===== src/rtl/pcu_pkg.sv =====
package pcu_pkg;

  typedef enum logic [2:0] {
    SEL_INC  = 3'd0,
    SEL_SKIP = 3'd1,
    SEL_JMP  = 3'd2,
    SEL_CALL = 3'd3,
    SEL_RET  = 3'd4
  } pc_sel_e;

endpackage


===== src/rtl/pcu_ctrl.sv =====
module pcu_ctrl
  import pcu_pkg::*;
(
  input  logic    jmp_req,
  input  logic    call_req,
  input  logic    ret_req,
  input  logic    skip_req,
  input  logic    stk_empty,
  output pc_sel_e sel,
  output logic    push,
  output logic    pop
);

  // Return wins only when something can be popped; then call, jump, skip.
  always_comb begin
    sel = SEL_INC;
    if (ret_req && !stk_empty) sel = SEL_RET;
    else if (call_req)         sel = SEL_CALL;
    else if (jmp_req)          sel = SEL_JMP;
    else if (skip_req)         sel = SEL_SKIP;
  end

  assign push = (sel == SEL_CALL);
  assign pop  = (sel == SEL_RET);

endmodule


===== src/rtl/pcu_target.sv =====
module pcu_target #(
  parameter int FIELD_W = 9,
  parameter int PAGE_W  = 2,
  localparam int PC_W   = FIELD_W + PAGE_W
) (
  input  logic [FIELD_W-1:0] field,
  input  logic [PAGE_W-1:0]  page,
  output logic [PC_W-1:0]    jmp_tgt,
  output logic [PC_W-1:0]    call_tgt
);

  // Jump: full field below the page bits.
  assign jmp_tgt  = {page, field};
  // Call: top bit of the field is forced low, so entries sit in the lower half of a page.
  assign call_tgt = {page, 1'b0, field[FIELD_W-2:0]};

endmodule


===== src/rtl/pcu_stack.sv =====
module pcu_stack #(
  parameter int DEPTH = 8,
  parameter int AW    = 11,
  localparam int PTR_W = (DEPTH > 1) ? $clog2(DEPTH) : 1,
  localparam int CNT_W = $clog2(DEPTH + 1)
) (
  input  logic             clk,
  input  logic             rst_n,
  input  logic             push,
  input  logic             pop,
  input  logic [AW-1:0]    push_data,
  output logic [AW-1:0]    top_data,
  output logic [CNT_W-1:0] depth,
  output logic             empty
);

  logic [AW-1:0]    mem [DEPTH];
  logic [PTR_W-1:0] wp;
  logic [PTR_W-1:0] wp_inc;
  logic [PTR_W-1:0] wp_dec;

  // Circular pointer: overflow silently overwrites the oldest slot.
  assign wp_inc   = (wp == PTR_W'(DEPTH - 1)) ? '0 : wp + 1'b1;
  assign wp_dec   = (wp == '0) ? PTR_W'(DEPTH - 1) : wp - 1'b1;
  assign top_data = mem[wp_dec];
  assign empty    = (depth == '0);

  always_ff @(posedge clk or negedge rst_n) begin
    if (!rst_n) begin
      for (int i = 0; i < DEPTH; i++) mem[i] <= '0;
    end else if (push) begin
      mem[wp] <= push_data;
    end
  end

  always_ff @(posedge clk or negedge rst_n) begin
    if (!rst_n) begin
      wp    <= '0;
      depth <= '0;
    end else if (push) begin
      wp <= wp_inc;
      if (depth != CNT_W'(DEPTH)) depth <= depth + 1'b1;
    end else if (pop) begin
      wp    <= wp_dec;
      depth <= depth - 1'b1;
    end
  end

endmodule


===== src/rtl/pcu_top.sv =====
module pcu_top
  import pcu_pkg::*;
#(
  parameter int FIELD_W = 9,
  parameter int PAGE_W  = 2,
  parameter int DEPTH   = 8,
  localparam int PC_W   = FIELD_W + PAGE_W,
  localparam int CNT_W  = $clog2(DEPTH + 1)
) (
  input  logic               clk,
  input  logic               rst_n,
  input  logic [FIELD_W-1:0] tgt_field,
  input  logic [PAGE_W-1:0]  page_sel,
  input  logic               jmp_req,
  input  logic               call_req,
  input  logic               ret_req,
  input  logic               skip_req,
  output logic [PC_W-1:0]    pc,
  output logic [CNT_W-1:0]   stack_depth
);

  pc_sel_e         sel;
  logic            push, pop, stk_empty;
  logic [PC_W-1:0] jmp_tgt, call_tgt, ret_addr, pc_nx;

  pcu_ctrl u_ctrl (
    .jmp_req  (jmp_req),
    .call_req (call_req),
    .ret_req  (ret_req),
    .skip_req (skip_req),
    .stk_empty(stk_empty),
    .sel      (sel),
    .push     (push),
    .pop      (pop)
  );

  pcu_target #(.FIELD_W(FIELD_W), .PAGE_W(PAGE_W)) u_target (
    .field   (tgt_field),
    .page    (page_sel),
    .jmp_tgt (jmp_tgt),
    .call_tgt(call_tgt)
  );

  pcu_stack #(.DEPTH(DEPTH), .AW(PC_W)) u_stack (
    .clk      (clk),
    .rst_n    (rst_n),
    .push     (push),
    .pop      (pop),
    .push_data(pc + PC_W'(1)),
    .top_data (ret_addr),
    .depth    (stack_depth),
    .empty    (stk_empty)
  );

  always_comb begin
    unique case (sel)
      SEL_RET:  pc_nx = ret_addr;
      SEL_CALL: pc_nx = call_tgt;
      SEL_JMP:  pc_nx = jmp_tgt;
      SEL_SKIP: pc_nx = pc + PC_W'(2);
      default:  pc_nx = pc + PC_W'(1);
    endcase
  end

  // Reset vector is the last word of program space.
  always_ff @(posedge clk or negedge rst_n) begin
    if (!rst_n) pc <= '1;
    else        pc <= pc_nx;
  end

endmodule


===== config.mk =====
export PLATFORM = sky130hd
export DESIGN_NAME = pcu_top
export DESIGN_NICKNAME = d
export VERILOG_FILES = /design/src/rtl/pcu_pkg.sv /design/src/rtl/pcu_ctrl.sv /design/src/rtl/pcu_target.sv /design/src/rtl/pcu_stack.sv /design/src/rtl/pcu_top.sv
export SDC_FILE = /design/constraint.sdc
export NUM_CORES = 1
export LEC_CHECK = 0
export BUFFER_PORTS_ARGS = -buffer_cell sky130_fd_sc_hd__buf_2
export CAP_MARGIN = 25
export CORE_UTILIZATION = 55
export CTS_CLUSTER_SIZE = 30
export DETAILED_ROUTE_END_ITERATION = 8
export PLACE_DENSITY = 0.73
export SETUP_SLACK_MARGIN = 0.15
export SLEW_MARGIN = 20
export SYNTH_ARGS = -nofsm -noshare
export SYNTH_HDL_FRONTEND = slang
export SYNTH_HIERARCHICAL = 1
export SYNTH_SLANG_ARGS = --single-unit
export TNS_END_PERCENT = 100

===== constraint.sdc =====
create_clock -name clk -period 3.2 [get_ports clk]
set_input_delay 0.48 -clock clk [delete_from_list [all_inputs] [get_ports clk]]
set_output_delay 0.48 -clock clk [all_outputs]
set_load 0.02 [all_outputs]

==> flow_summary.yaml, run 1 <==
layout:
  fill_cells: 868
  syn2layout_area_growth_pct: 6.55
  fin_area_sq_um: 6560
  final_common_cell: "dfrtp_1"
  finalNetCount: 559
  mostFrequentLayoutCells: "dfrtp_1 (95), mux2_2 (71), a211oi_1 (36)"
  final_core_util: 0.602
  antenna_cells: 0
  fin_cells: 679
  drive_gt1_frac: 0.356
detailed_routing:
  vias_per_cell: 6.27
  firstDrtPassIters: 4
  wl_per_cell_um: 20.4
  drtIter0Drc: 299
  finalWirelength_mm: 13.8
  drc_errors: 0
  antenna_left: 0
  vias: 4259
synth:
  synth_edf_count: 0
  yosys_register_bits: 106
  synthFlopType: "dfrtp_1"
  synth.avg_cell_area_sq_um: 11.7
  synth_top_area_cell: "dfrtp_1"
  yosys_warnings: 6
  async_flop_share: 1.00
  syn_nets: 550
  ys_types: 62
  syn-instance-count: 525
  yosysTopAreaCellShare: 0.386
  ys_seq_area_frac: 0.433
  syn_area_sq_um: 6150
  synth.area.top_cells: "dfrtp_1 (39%), mux2_2 (13%), mux2_4 (4.9%)"
run_status:
  status: "finished clean"
power:
  combPwrFrac: 0.525
  p_leak_nw: 2.91
  ir_drop_mv: 0.533
  p_seq_frac: 0.351
  power_mw: 7.22
  p_sw_mw: 2.98
  p_clk_frac: 0.124
  swShare: 0.413
  powerDensity_nw_per_um2: 1100
  intPower_mw: 4.24
job:
  maxCapViolations: 0
setup_path:
  endpoint_kind: "flip-flop"
  crit_top_cell: "ha_1"
  crit_chain: "inv_1, ha_1, ha_1, nand2b_2, buf_4, a211oi_1, a2111oi_0, mux2i_1, a21oi_1"
  reg2reg_setup_slack_ps: 290
  reg2reg_to: "pc[1]"
  r2r_start: "u_stack/wp[0]"
  worstPathMaxFanout: 29
  r2r_cells: 9
  start_kind: "flip-flop"
  max_stage_delay_ps: 780
  worstPathArrival_ps: 3210
  required_ps: 3500
  slowest_stage: "a2111oi_0"
  crit_type: "flip-flop to flip-flop"
clock_tree:
  clock_sinks: 106
  cts_tree: "yes"
  clock_latency_ps: 370
  clk_path_buf_depth: 2
  cts_max_level: 3
  clkTransAtPathRegs_ps: 100
  cts_buffers: 9
  cts-root-buf: "clkbuf_8"
  cts-hold-fix-buffers: 0
  cts_setup_buffers: 0
floorplanning:
  die-area_sq_um: 11600
  dieHeight_um: 108
  core-area_sq_um: 10900
  io_pins: 32
  die_w_um: 108
  initial_core_util: 0.565
  rows: 38
timing:
  worstMarginPinSlew_ps: 831
  finalSetupTns_ps: 0
  setup_viol_count_final: 0
  skew_ps: 11.2
  hold_slack_ps: 109
  fmax_mhz: 344
  grt_setup_unrepaired: "yes"
  fin_ws_ps: 294
  max-slew-margin-rel: 0.432
  hold_viol_final: 0
  maxSlewViolCount: 0
  finalCritPeriodShare: 0.908
  period_needed_ps: 2910
place:
  place_hpwl_mm: 9.34
  dpl.cell_count: 663
  finalWeightedCongestion: 0.903
  dpl_cell_area_sq_um: 6330
  pre_cts_ws_ps: 336
  numPortBuffers: 31
global_route:
  grt_max_degree: 58
  grt_pass1_wl_mm: 22.6
  gr-total-overflow: 0
  grt_usage: 0.257
  first_global_vias: 4319
  antenna_found_initial: 0
worst_hold_path:
  min_path_type: "input pin to asynchronous set/reset pin"
==> layer usage <==
metal | wire (um) | vias to the layer above | track usage
met1 | 6390 | 2172 | 0.352
met3 | 631 | 19 | 0.0381
met2 | 6590 | 113 | 0.411
li1 | - | 1955 | -
met4 | 216 | 0 | 0.0988
met5 | 0 | - | 0
==> kinds of logic (layout without fill, tap and decap cells) <==
group | after synthesis | after routing | synth area share
buf+inv | 69 | 83 | 0.0675
fa+ha+maj | 8 | 8 | 0.0175
other cells | 1 | 1 | 0.000609
flops | 106 | 106 | 0.433
simple gates | 119 | 119 | 0.126
mux | 111 | 111 | 0.215
compound gates | 96 | 96 | 0.119
xor+xnor | 15 | 15 | 0.0214
==> area by class of cell <==
class	count	area, sq um	share of cell area
Multi-Input combinational cell	350	3110	0.474
Clock inverter	5	78.8	0.0120
Tap cell	140	175	0.0267
Timing Repair Buffer	55	350	0.0534
Sequential cell	106	2670	0.407
Clock buffer	11	131	0.0200
Inverter	12	45.0	0.00687
==> worst max path at each step <==
| stage | start | endpoint | slack (ps) |
|---|---|---|---|
| floorplan | u_stack/wp[0] | pc[9] | 440 |
| global placement | u_stack/wp[0] | pc[9] | 460 |
| detailed placement | u_stack/depth[0] | u_stack/depth[3] | 340 |
| CTS | u_stack/depth[0] | u_stack/mem[56] | 300 |
| global route | u_stack/depth[0] | u_stack/depth[3] | 150 |
| finish | u_stack/wp[0] | pc[1] | 290 |
==> power by group through the flow <==
stage               combinational [mW]  sequential, mW  clock [mW]
detailed placement                3.73            2.54           0
CTS                               3.75            2.52       0.913
floorplan                         2.71            2.51           0
finish                            3.79            2.53       0.891
global route                      4.09            2.61       0.959
global placement                  3.63            2.50           0
==> state kept, by name (all words and copies together), names as in the netlist <==
| name | count |
|---|---|
| u_stack/depth | 4 |
| pc | 11 |
| u_stack/mem | 88 |
| u_stack/wp | 3 |
==> worst max-delay path: cells and delay by family (launching register included) <==
family | cells | cell delay [ps]
adder cells (fa/ha/maj) | 2 | 410
AND/OR/NAND/NOR | 1 | 200
AO/OA/AOI/OAI | 3 | 1170
multiplexers | 1 | 170
buffers and inverters | 2 | 490
flip-flops | 1 | 390
==> cell usage after synthesis (5+ instances only) <==
master / number
mux2_4: 20
nand2_1: 16
nor3_1: 11
dfstp_2: 11
dfrtp_1: 95
and3b_1: 33
a2bb2oi_1: 5
nand2b_1: 9
o21a_1: 5
xor2_1: 6
ha_1: 7
buf_2: 16
o21ai_0: 10
mux2_2: 71
a21oi_1: 7
a211oi_1: 36
mux2i_1: 18
nand3_1: 6
nor2_1: 16
clkbuf_1: 10
buf_4: 26
xnor2_1: 9
inv_1: 11
a2111oi_1: 7
==> what timing repair did <==
| item | CTS | global route |
|---|---|---|
| endpoints found under the setup margin | 0 | 54 |
| gates resized for setup | 0 | 2 |
| hold endpoints to repair | 0 | 0 |
(Power assumes the default switching activity.)
==> run 2: changes to the inputs <==
Settings changed: CTS_BUF_LIST from default to sky130_fd_sc_hd__clkbuf_4 sky130_fd_sc_hd__clkbuf_8 sky130_fd_sc_hd__clkbuf_16.
==> flow_summary.yaml, run 2 (synthesis results as in run 1) <==
run_status:
  status: "finished clean"
setup_path:
  crit_chain: "inv_1, ha_1, ha_1, nand2b_2, buf_4, a211oi_1, a2111oi_0, mux2i_1, a21oi_1"
  start_kind: "flip-flop"
  worstPathArrival_ps: 3210
  slowest_stage: "a2111oi_0"
  crit_type: "flip-flop to flip-flop"
  endpoint_kind: "flip-flop"
  worstPathMaxFanout: 29
  cp_top_family: "compound AO/OA/AOI/OAI gates"
  max_stage_delay_ps: 770
  crit_top_cell: "ha_1"
  required_ps: 3500
  path_buf_inv: 2
worst_hold_path:
  min_path_type: "input pin to asynchronous set/reset pin"
clock_tree:
  clk_path_buf_depth: 2
  cts_setup_buffers: 0
  clock_latency_ps: 380
  clock_sinks: 106
  cts_max_level: 3
  cts_buffers: 9
  clkTransAtPathRegs_ps: 100
  cts-hold-fix-buffers: 0
  cts-root-buf: "clkbuf_8"
  cts_tree: "yes"
timing:
  period_needed_ps: 2910
  worstMarginPinSlew_ps: 826
  maxSlewViolCount: 0
  skew_ps: 11.6
  grt_setup_unrepaired: "yes"
  finalSetupTns_ps: 0
  finalCritPeriodShare: 0.908
  max-slew-margin-rel: 0.435
  fmax_mhz: 344
  setup_viol_count_final: 0
  hold_viol_final: 0
floorplanning:
  initial_core_util: 0.565
  core-area_sq_um: 10900
  io_pins: 32
  die_w_um: 108
  die-area_sq_um: 11600
  dieHeight_um: 108
  rows: 38
place:
  finalWeightedCongestion: 0.903
  dpl_cell_area_sq_um: 6330
  numPortBuffers: 31
  place_hpwl_mm: 9.34
detailed_routing:
  wl_per_cell_um: 20.4
  finalWirelength_mm: 13.8
  vias_per_cell: 6.24
  firstDrtPassIters: 4
  antenna_left: 0
  drtIter0Drc: 329
  drc_errors: 0
  vias: 4237
global_route:
  grt_max_degree: 58
  grt_usage: 0.257
  first_global_vias: 4319
  grt_pass1_wl_mm: 22.6
  gr-total-overflow: 0
  antenna_found_initial: 0
job:
  maxCapViolations: 0
power:
  ir_drop_mv: 0.532
  power_mw: 7.24
  powerDensity_nw_per_um2: 1100
  p_leak_nw: 2.91
layout:
  syn2layout_area_growth_pct: 6.67
  final_common_cell: "dfrtp_1"
  multi_input_area_sq_um: 3110
  largest_reg_flops: 88
  mostFrequentLayoutCells: "dfrtp_1 (95), mux2_2 (71), a211oi_1 (36)"
  fill_cells: 868
  drive_gt1_frac: 0.360
  top_register: "u_stack/mem"
  finalNetCount: 559
  fin_area_sq_um: 6560
  reg_top3: "u_stack/mem: 88 flops, pc: 11 flops, u_stack/depth: 4 flops"
  antenna_cells: 0
  ff_latch_area_sq_um: 2670
## run 2: cell count changes in the layout (fill, tap and decap cells not counted)
cell	delta
clkbuf_1	-2
clkbuf_4	+2
## run 2: worst paths after layout
check	start	end	slack, ps	depth (start not counted)
max	u_stack/wp[0]	pc[1]	290	9
min	rst_n	u_stack/mem[87]	110	1
max reg2reg	u_stack/wp[0]	pc[1]	290	9
min reg2reg	u_stack/mem[38]	u_stack/mem[38]	510	1
max in group asynchronous	rst_n	pc[1]	2310	2
min in group clk	tgt_field[7]	pc[7]	500	5
## run 2: metrics by stage
step,hold slack [ps],worst slack (ps),std cells,utilization
after floorplan,184,437,525,-
after global placement,481,465,663,0.581
after detailed placement,489,336,663,0.581
after CTS,131,295,679,0.601
after global routing,154,152,679,0.603
final,110,293,679,0.603
## run 2: routing by layer
metal	track usage	up-vias	part of all wire
met2	0.411	108	0.48
li1	-	1951	-
met5	0	-	0
met3	0.0381	22	0.041
met1	0.352	2156	0.47
met4	0.0988	0	0.017
## run 2: cell type report
cell class / instances / area share
Clock inverter: 5 / 0.0120
Sequential cell: 106 / 0.406
Timing Repair Buffer: 55 / 0.0534
Multi-Input combinational cell: 350 / 0.474
Inverter: 12 / 0.00686
Tap cell: 140 / 0.0267
Clock buffer: 11 / 0.0212
## run 2: what timing repair did
| item | in CTS | in global routing |
|---|---|---|
| hold endpoints to repair | 0 | 0 |
| resized for setup | 0 | 2 |
| endpoints found under the setup margin | 0 | 54 |
## run 2: power by group
part	total [mW]	internal (mW)	leakage [nW]	switching, mW
Combinational	3.80	1.75	1.51	2.04
Sequential	2.53	2.05	1.29	0.487
Clock	0.910	0.458	0.114	0.452
Total	7.24	4.26	2.91	2.98
